**src/rtl/cmul_pkg.sv**
```systemverilog
package cmul_pkg;

  // Per-stage load strobes passed from control to datapath.
  typedef struct packed {
    logic loadIn;    // operand / pre-add register stage
    logic loadProd;  // real product register stage
    logic loadOut;   // post-add and output alignment stage
  } cmulStrobes_t;

endpackage

```
**src/rtl/cmul_ctrl.sv**
```systemverilog
module cmul_ctrl
  import cmul_pkg::*;
#(
  parameter int HAS_ENABLE = 1
) (
  input  logic         enable,
  output cmulStrobes_t stb
);

  logic advance;

  generate
    if (HAS_ENABLE != 0) begin : g_gated
      assign advance = enable;
    end else begin : g_free
      assign advance = 1'b1;
    end
  endgenerate

  always_comb begin
    stb.loadIn   = advance;
    stb.loadProd = advance;
    stb.loadOut  = advance;
  end

endmodule

```
**src/rtl/cmul_datapath.sv**
```systemverilog
module cmul_datapath
  import cmul_pkg::*;
#(
  parameter int DATA_W        = 8,
  parameter int FRAC_W        = 6,
  parameter int IS_SIGNED     = 1,
  parameter int OUT_W         = 18,
  parameter int OUT_FRAC      = 12,
  parameter int USE_KARATSUBA = 0
) (
  input  logic                  clk,
  input  logic                  reset,
  input  cmulStrobes_t          stb,
  input  logic [2*DATA_W-1:0]   opA,
  input  logic [2*DATA_W-1:0]   opB,
  output logic [2*OUT_W-1:0]    prodOut
);

  localparam int OPND_W = DATA_W + 2;           // one guard bit plus one growth bit for the pre-add
  localparam int PROD_W = 2 * OPND_W;
  localparam int SUM_W  = PROD_W + 1;           // growth bit for the post-add
  localparam int SHIFT  = 2 * FRAC_W - OUT_FRAC;
  localparam int NMUL   = (USE_KARATSUBA != 0) ? 3 : 4;
  localparam int WIDE_W = SUM_W + OUT_W;

  function automatic logic signed [OPND_W-1:0] widen(input logic [DATA_W-1:0] v);
    logic extBit;
    extBit = (IS_SIGNED != 0) && v[DATA_W-1];
    return $signed({{2{extBit}}, v});
  endfunction

  logic signed [OPND_W-1:0] aRe, aIm, bRe, bIm;
  assign aRe = widen(opA[DATA_W-1:0]);
  assign aIm = widen(opA[2*DATA_W-1:DATA_W]);
  assign bRe = widen(opB[DATA_W-1:0]);
  assign bIm = widen(opB[2*DATA_W-1:DATA_W]);

  // ---------------- stage 1: operand pairs (with pre-adds) ----------------
  logic signed [OPND_W-1:0] nextX [NMUL];
  logic signed [OPND_W-1:0] nextY [NMUL];
  logic signed [OPND_W-1:0] opX   [NMUL];
  logic signed [OPND_W-1:0] opY   [NMUL];

  generate
    if (USE_KARATSUBA != 0) begin : g_kara_pre
      always_comb begin
        nextX[0] = bRe;
        nextY[0] = aRe + aIm;
        nextX[1] = aRe;
        nextY[1] = bIm - bRe;
        nextX[2] = aIm;
        nextY[2] = bRe + bIm;
      end
    end else begin : g_direct_pre
      always_comb begin
        nextX[0] = aRe;
        nextY[0] = bRe;
        nextX[1] = aIm;
        nextY[1] = bIm;
        nextX[2] = aRe;
        nextY[2] = bIm;
        nextX[3] = aIm;
        nextY[3] = bRe;
      end
    end
  endgenerate

  always_ff @(posedge clk) begin
    if (reset) begin
      for (int i = 0; i < NMUL; i++) begin
        opX[i] <= '0;
        opY[i] <= '0;
      end
    end else if (stb.loadIn) begin
      for (int i = 0; i < NMUL; i++) begin
        opX[i] <= nextX[i];
        opY[i] <= nextY[i];
      end
    end
  end

  // ---------------- stage 2: real products ----------------
  logic signed [PROD_W-1:0] prod [NMUL];

  always_ff @(posedge clk) begin
    if (reset) begin
      for (int i = 0; i < NMUL; i++) prod[i] <= '0;
    end else if (stb.loadProd) begin
      for (int i = 0; i < NMUL; i++) prod[i] <= PROD_W'(opX[i]) * PROD_W'(opY[i]);
    end
  end

  generate
    for (genvar g = 0; g < NMUL; g++) begin : g_prod_chk
      // a zero factor in a loaded pair yields a zero product
      a_r2_zero_factor: assert property (@(posedge clk) disable iff (reset)
        (stb.loadProd && (opX[g] == '0 || opY[g] == '0)) |=> (prod[g] == '0));
      // product stage frozen while its strobe is low
      a_r6_prod_hold: assert property (@(posedge clk) disable iff (reset)
        !stb.loadProd |=> $stable(prod[g]));
    end
  endgenerate

  // ---------------- stage 3: post-adds, alignment, truncation ----------------
  logic signed [SUM_W-1:0] sumRe, sumIm;

  generate
    if (USE_KARATSUBA != 0) begin : g_kara_post
      always_comb begin
        sumRe = SUM_W'(prod[0]) - SUM_W'(prod[2]);
        sumIm = SUM_W'(prod[0]) + SUM_W'(prod[1]);
      end
    end else begin : g_direct_post
      always_comb begin
        sumRe = SUM_W'(prod[0]) - SUM_W'(prod[1]);
        sumIm = SUM_W'(prod[2]) + SUM_W'(prod[3]);
      end
    end
  endgenerate

  logic signed [WIDE_W-1:0] reExt, imExt, reAligned, imAligned;
  always_comb begin
    reExt     = WIDE_W'(sumRe);
    imExt     = WIDE_W'(sumIm);
    reAligned = reExt >>> SHIFT;
    imAligned = imExt >>> SHIFT;
  end

  logic [OUT_W-1:0] resRe, resIm;

  always_ff @(posedge clk) begin
    if (reset) begin
      resRe <= '0;
      resIm <= '0;
    end else if (stb.loadOut) begin
      resRe <= reAligned[OUT_W-1:0];
      resIm <= imAligned[OUT_W-1:0];
    end
  end

  assign prodOut = {resIm, resRe};

  // output stage is zero on the first cycle out of reset
  a_r7_reset_clear: assert property (@(posedge clk) disable iff (reset)
    $fell(reset) |-> (resRe == '0 && resIm == '0));

endmodule

```
**src/rtl/cmul_top.sv**
```systemverilog
module cmul_top
  import cmul_pkg::*;
#(
  parameter int DATA_W        = 8,
  parameter int FRAC_W        = 6,
  parameter int IS_SIGNED     = 1,
  parameter int OUT_W         = 18,
  parameter int OUT_FRAC      = 12,
  parameter int USE_KARATSUBA = 0,
  parameter int HAS_ENABLE    = 1
) (
  input  logic                clk,
  input  logic                reset,
  input  logic                enable,
  input  logic [2*DATA_W-1:0] a,
  input  logic [2*DATA_W-1:0] b,
  output logic [2*OUT_W-1:0]  result
);

  cmulStrobes_t stb;

  cmul_ctrl #(
    .HAS_ENABLE(HAS_ENABLE)
  ) ctrl_i (
    .enable(enable),
    .stb   (stb)
  );

  cmul_datapath #(
    .DATA_W       (DATA_W),
    .FRAC_W       (FRAC_W),
    .IS_SIGNED    (IS_SIGNED),
    .OUT_W        (OUT_W),
    .OUT_FRAC     (OUT_FRAC),
    .USE_KARATSUBA(USE_KARATSUBA)
  ) dp_i (
    .clk    (clk),
    .reset  (reset),
    .stb    (stb),
    .opA    (a),
    .opB    (b),
    .prodOut(result)
  );

  generate
    if (HAS_ENABLE != 0) begin : g_hold_chk
      // result frozen while enable is low
      a_r6_hold_result: assert property (@(posedge clk) disable iff (reset)
        !enable |=> $stable(result));
    end
  endgenerate

endmodule

```
**config.mk**
```make
export PLATFORM = sky130hd
export DESIGN_NAME = cmul_top
export DESIGN_NICKNAME = d
export VERILOG_FILES = /design/src/rtl/cmul_pkg.sv /design/src/rtl/cmul_ctrl.sv /design/src/rtl/cmul_datapath.sv /design/src/rtl/cmul_top.sv
export SDC_FILE = /design/constraint.sdc
export NUM_CORES = 1
export LEC_CHECK = 0
export BUFFER_PORTS_ARGS = -buffer_cell sky130_fd_sc_hd__buf_2
export CAP_MARGIN = 40
export CELL_PAD_IN_SITES_DETAIL_PLACEMENT = 0
export CELL_PAD_IN_SITES_GLOBAL_PLACEMENT = 1
export CORE_MARGIN = 2
export CORE_UTILIZATION = 35
export CTS_CLUSTER_SIZE = 24
export DETAILED_ROUTE_END_ITERATION = 6
export GPL_TIMING_DRIVEN = 1
export HOLD_SLACK_MARGIN = 0.06
export PLACE_DENSITY_LB_ADDON = 0.1
export SKIP_LAST_GASP = 1
export SLEW_MARGIN = 20
export SYNTH_ARGS = -nofsm -noshare
export SYNTH_HDL_FRONTEND = slang
export SYNTH_SLANG_ARGS = --single-unit
```
**constraint.sdc**
```tcl
create_clock -name clk -period 6 [get_ports clk]
set_clock_uncertainty 0.05 [all_clocks]
set_input_delay 0.6 -clock clk [delete_from_list [all_inputs] [get_ports clk]]
set_output_delay 0.6 -clock clk [all_outputs]
set_load 0.01 [all_outputs]
```
Word level (Yosys, flattened, before mapping)
Memory sizes are Yosys's and may differ from the RTL's.
Cells that the tools add are included.
{"block": "word_totals", "ff_bits": 36, "mem_bits_rw": 160, "in_bits": 35, "output_inout_bits": 36, "n_memories": 3}
{"name": "dp_i.prod", "depth": 4, "width": 20, "read_ports": 4, "rd_ports_with_merged_regs": 0, "write_ports": 4, "line_no": "cmul_datapath.sv:83", "rtl": "logic signed [PROD_W-1:0] prod [NMUL];"}
{"name": "dp_i.opX", "depth": 4, "width": 10, "read_ports": 4, "rd_ports_with_merged_regs": 0, "write_ports": 4, "line_no": "cmul_datapath.sv:41", "rtl": "logic signed [OPND_W-1:0] opX [NMUL];"}
{"name": "dp_i.opY", "depth": 4, "width": 10, "read_ports": 4, "rd_ports_with_merged_regs": 0, "write_ports": 4, "line_no": "cmul_datapath.sv:42", "rtl": "logic signed [OPND_W-1:0] opY [NMUL];"}
{"block": "classes", "add_sub_neg": 2, "multipliers": 4, "mux": 17, "bitwise_logic": 12}
{"op": "$mul 10x10->20", "n": 4}
{"op": "$mux 10", "n": 8}
{"op": "$mux 20", "n": 4}
{"op": "$add 18x18->18", "n": 1}
{"op": "$sub 18x18->18", "n": 1}
{"op": "$or 1x1->1", "n": 12}
{"op": "$mux 1", "n": 5}

Depth between registers and ports, before layout
{"block": "depth", "depth_word": 4, "ltp_mapped": 20, "mapped_depth_nobuf": 18}

Cells and area by module
A second synthesis with hierarchy kept.
{"block": "unflattened", "cells_unflattened": 2106, "hier_area_um2": 19777.7}
{"mod": "cmul_datapath", "n_inst": 1, "cells_per_inst": 2103, "area_per_inst_um2": 19755.2}
{"mod": "cmul_ctrl", "n_inst": 1, "cells_per_inst": 3, "area_per_inst_um2": 22.5}

Worst setup path after synthesis
Ideal clock, no wire load.
{"block": "synth_timing", "path_type": "register to register", "from": "mem dp_i.opX[0][38] in the netlist's numbering", "to": "mem dp_i.prod[1][17] in the netlist's numbering (data pin)", "setup_time_ns": 0.266, "arrival_time_ns": 5.114, "path_slack_ns": 0.570, "stages_incl_launch_ff": 21, "n_path_buf": 2, "synth_period_minus_slack_ns": 5.430, "cell_sequence": "edfxtp_1 -> clkbuf_1 -> clkbuf_1 -> nand2_1 -> fa_1 -> inv_1 -> fa_1 -> inv_1 -> fa_1 -> inv_1 -> fa_1 -> inv_1 -> fa_1 -> inv_1 -> ha_1 -> or3_1 -> o21bai_1 -> a31oi_2 -> o211ai_1 -> nand4_1 -> or3b_1"}
{"item": "from (decl)", "line_no": "cmul_datapath.sv:41"}
{"item": "to (decl)", "line_no": "cmul_datapath.sv:83"}

==> reports/metrics.cfg <==
[worst_setup_path]
crit_type = register to register
end_kind = register
worst-path-max-fanout = 15
path_cells = and2_1 > fa_1 > inv_1 > fa_1 > inv_1 > fa_1 > fa_1 > inv_1 > fa_1 > inv_1 > ha_1 > a21o_1 > a211oi_1 > o21ai_0 > a211oi_1 > or3_1 > a21oi_1
crit_slowest_cell = edfxtp_1
slowest_delay_ns = 0.74
path_common_cell = fa_1
cp.arrival_ns = 5.90
setup.worst_path.start_class = register
crit_required_ns = 6.17
r2r_slack_ns = 0.27

[detailed_routing]
firstDrtPassIters = 5
drt-total-wl_um = 51100
drt_iter0_drc = 813
routed_via_density = 4.74
wl_per_cell_um = 17.3
ant_nets = 0
vias = 14000
post-route-drc-count = 0

[placed_design]
io_buffers = 70
dp_hpwl_um = 41600
routabilityCongestion = 0.799

[timing]
clock.fmax_mhz = 175
tightestPinTransition_ns = 0.813
finalWorstPathRequiredPeriod_ns = 5.73
fin_tns_setup_ns = 0
slew_violations = 0
relSlewSlack_pct = 45.8
setup_violations = 0
rsz0062_at_grt = false
finalCritPeriodShare_pct = 95.5
finalHoldViolations = 0

[die]
row_count = 87
initial_core_util_pct = 35.3
dieArea_sq_um = 58500
die_height_um = 242
core_area_sq_um = 56200
io_pins = 71
die-width_um = 242

[logic_synthesis]
yosys.area.top_type = fa_1
synth_edf_count = 104
syn_area_sq_um = 19800
synth_seq_cells = 140
synthCells = 2110
ys_seq_area_share_pct = 19.4
synth.area.top_cells = fa_1 (30%), edfxtp_1 (16%), ha_1 (13%), inv_1 (9.0%), and2_1 (4.8%)
synth_flop_cell = edfxtp_1
synth_nets = 2652
synthArstFlopShare_pct = 0
synth_warnings = 0
synth_area_per_cell_sq_um = 9.39
synthDistinctLibCells = 72
synth_top_area_share_pct = 29.7

[finish]
diodes = 0
multiInputGateArea_sq_um = 13900
syn_to_final_growth_pct = 10.9
final_common_cell = inv_1
nNetsFinal = 2734
fill_cells = 5778
final_cell_mix = inv_1 (474), fa_1 (294), ha_1 (213)
register_area_sq_um = 3840
drive_gt1_share_pct = 8.66
finalCoreUtilization_pct = 39.1

[clocking]
cts_sinks = 140
clockRootBuffer = clkbuf_16
clkTransAtPathRegs_ns = 0.08
h-tree-depth = 4
clockBufferDepth = 2
cts_buffers = 17
cts_tree = built
ctsHoldBuffers = 0
clk_latency_ns = 0.50

[grt]
grt_pass1_wl_um = 84400
grt.overflow.total = 0
track_usage_pct = 18.7
grt_max_degree = 51
grt_pass1_vias = 14800
antenna_found_initial = 2

[pwr]
leakage_nw = 11.0
p_int_mw = 3.77
p_sw_share_pct = 47.9
p_seq_share_pct = 20.4
clockPowerShare_pct = 14.5
powerDensity_nw_per_um2 = 330
ir_worst_vdd_uv = 227
switchingPower_mw = 3.47
combPwrFrac_pct = 65.1

[run_status]
run_status = complete, no violations

[hold_path]
hp-class = input pin to register

[run]
cap_violations = 0

==> metrics by stage <==
step / area, sq um / total power [mW] / cells / setup WS (ns) / hold slack [ns]
floorplan: 19800 / 4.85 / 2110 / 0.570 / 0.431
global placement: 21300 / 6.20 / 2920 / 0.302 / 0.385
detailed placement: 21300 / 6.19 / 2921 / 0.166 / 0.401
CTS: 21900 / 7.30 / 2953 / 0.112 / 0.292
global route: 22000 / 8.04 / 2961 / 0.0123 / 0.323
finish: 22000 / 7.24 / 2961 / 0.272 / 0.338
==> cells in the mapped netlist, types with 5 or more instances <==
library cell	instances
clkbuf_1	64
edfxtp_1	104
mux2i_1	5
o211ai_1	7
and3_1	11
a21o_1	27
inv_1	475
fa_1	294
xnor2_1	46
nand2_1	195
a211oi_1	30
nor3_1	25
xor2_1	34
dfxtp_1	36
buf_1	5
nor2b_1	9
o21ai_0	49
a21boi_0	8
o21bai_1	8
a21oi_1	46
nor3b_1	5
and2_1	151
nand4_1	5
ha_1	213
o21a_1	15
a31oi_1	8
nand3_1	16
o31ai_1	8
nor2_1	117
nand2b_1	9
or3_1	16
==> logic make-up (layout without fill, tap and decap cells) <==
| kind of cell | after synthesis | after routing | synth area share [%] |
|---|---|---|---|
| xor gates and xnor gates | 80 | 80 | 3.54 |
| and+or+nand+nor | 577 | 577 | 14.2 |
| AOI/OAI and AO/OA | 255 | 255 | 9.09 |
| muxes | 5 | 5 | 0.253 |
| adders and majority gates | 507 | 507 | 43.2 |
| buffers and inverters | 546 | 641 | 10.4 |
| DFF | 140 | 140 | 19.4 |
==> routing by layer <==
layer | vias up | share of wire (%) | GRT usage (%)
li1 | 6816 | - | -
met1 | 6963 | 52 | 28.1
met2 | 216 | 43 | 28.1
met3 | 37 | 3.6 | 2.95
met4 | 2 | 1.6 | 4.41
met5 | - | 0.023 | 0
==> cell type report <==
type	count	share of cell area [%]
flip-flops and latches	140	17.5
inverters	476	8.15
multi-input cells	1424	63.4
well taps	756	4.31
repair buffers	133	4.16
clock buffers	20	2.09
clock inverters	12	0.405
==> power groups by stage <==
stage	clock network (mW)	registers, mW	logic [mW]
floorplan	0	1.41	3.44
global placement	0	1.51	4.69
detailed placement	0	1.52	4.68
CTS	1.09	1.50	4.72
global route	1.13	1.50	5.41
finish	1.05	1.48	4.71
==> registers in the layout, indices dropped and copies added, names as in the netlist <==
name	flops
dp_i.prod	72
dp_i.opX	16
dp_i.opY	16
dp_i.resIm	18
dp_i.resRe	18
==> path summary, 6_finish.rpt <==
| path | depth (start not counted) | start | endpoint |
|---|---|---|---|
| worst max-delay path | 17 | dp_i.opX[0][24] | dp_i.prod[2][17] |
| worst min register to register | 2 | dp_i.resIm[6] | dp_i.resIm[6] |
| worst min-delay path | 2 | b[15] | dp_i.opY[0][28] |
| worst max register to register | 17 | dp_i.opX[0][24] | dp_i.prod[2][17] |
==> timing repair <==
| action | in CTS | in global routing |
|---|---|---|
| gates resized for setup | 0 | 0 |
| buffers inserted | 0 | 7 |
| endpoints found under the setup margin | 0 | 11 |
==> worst max-delay path, delay by kind of cell (launching register included) <==
family,cells,cell delay (ns)
AOI/OAI and AO/OA,5,1.23
adders and majority gates,6,2.73
buffers and inverters,4,0.20
DFF,1,0.74
and+or+nand+nor,2,0.51
Power figures use the tool's default switching activity.
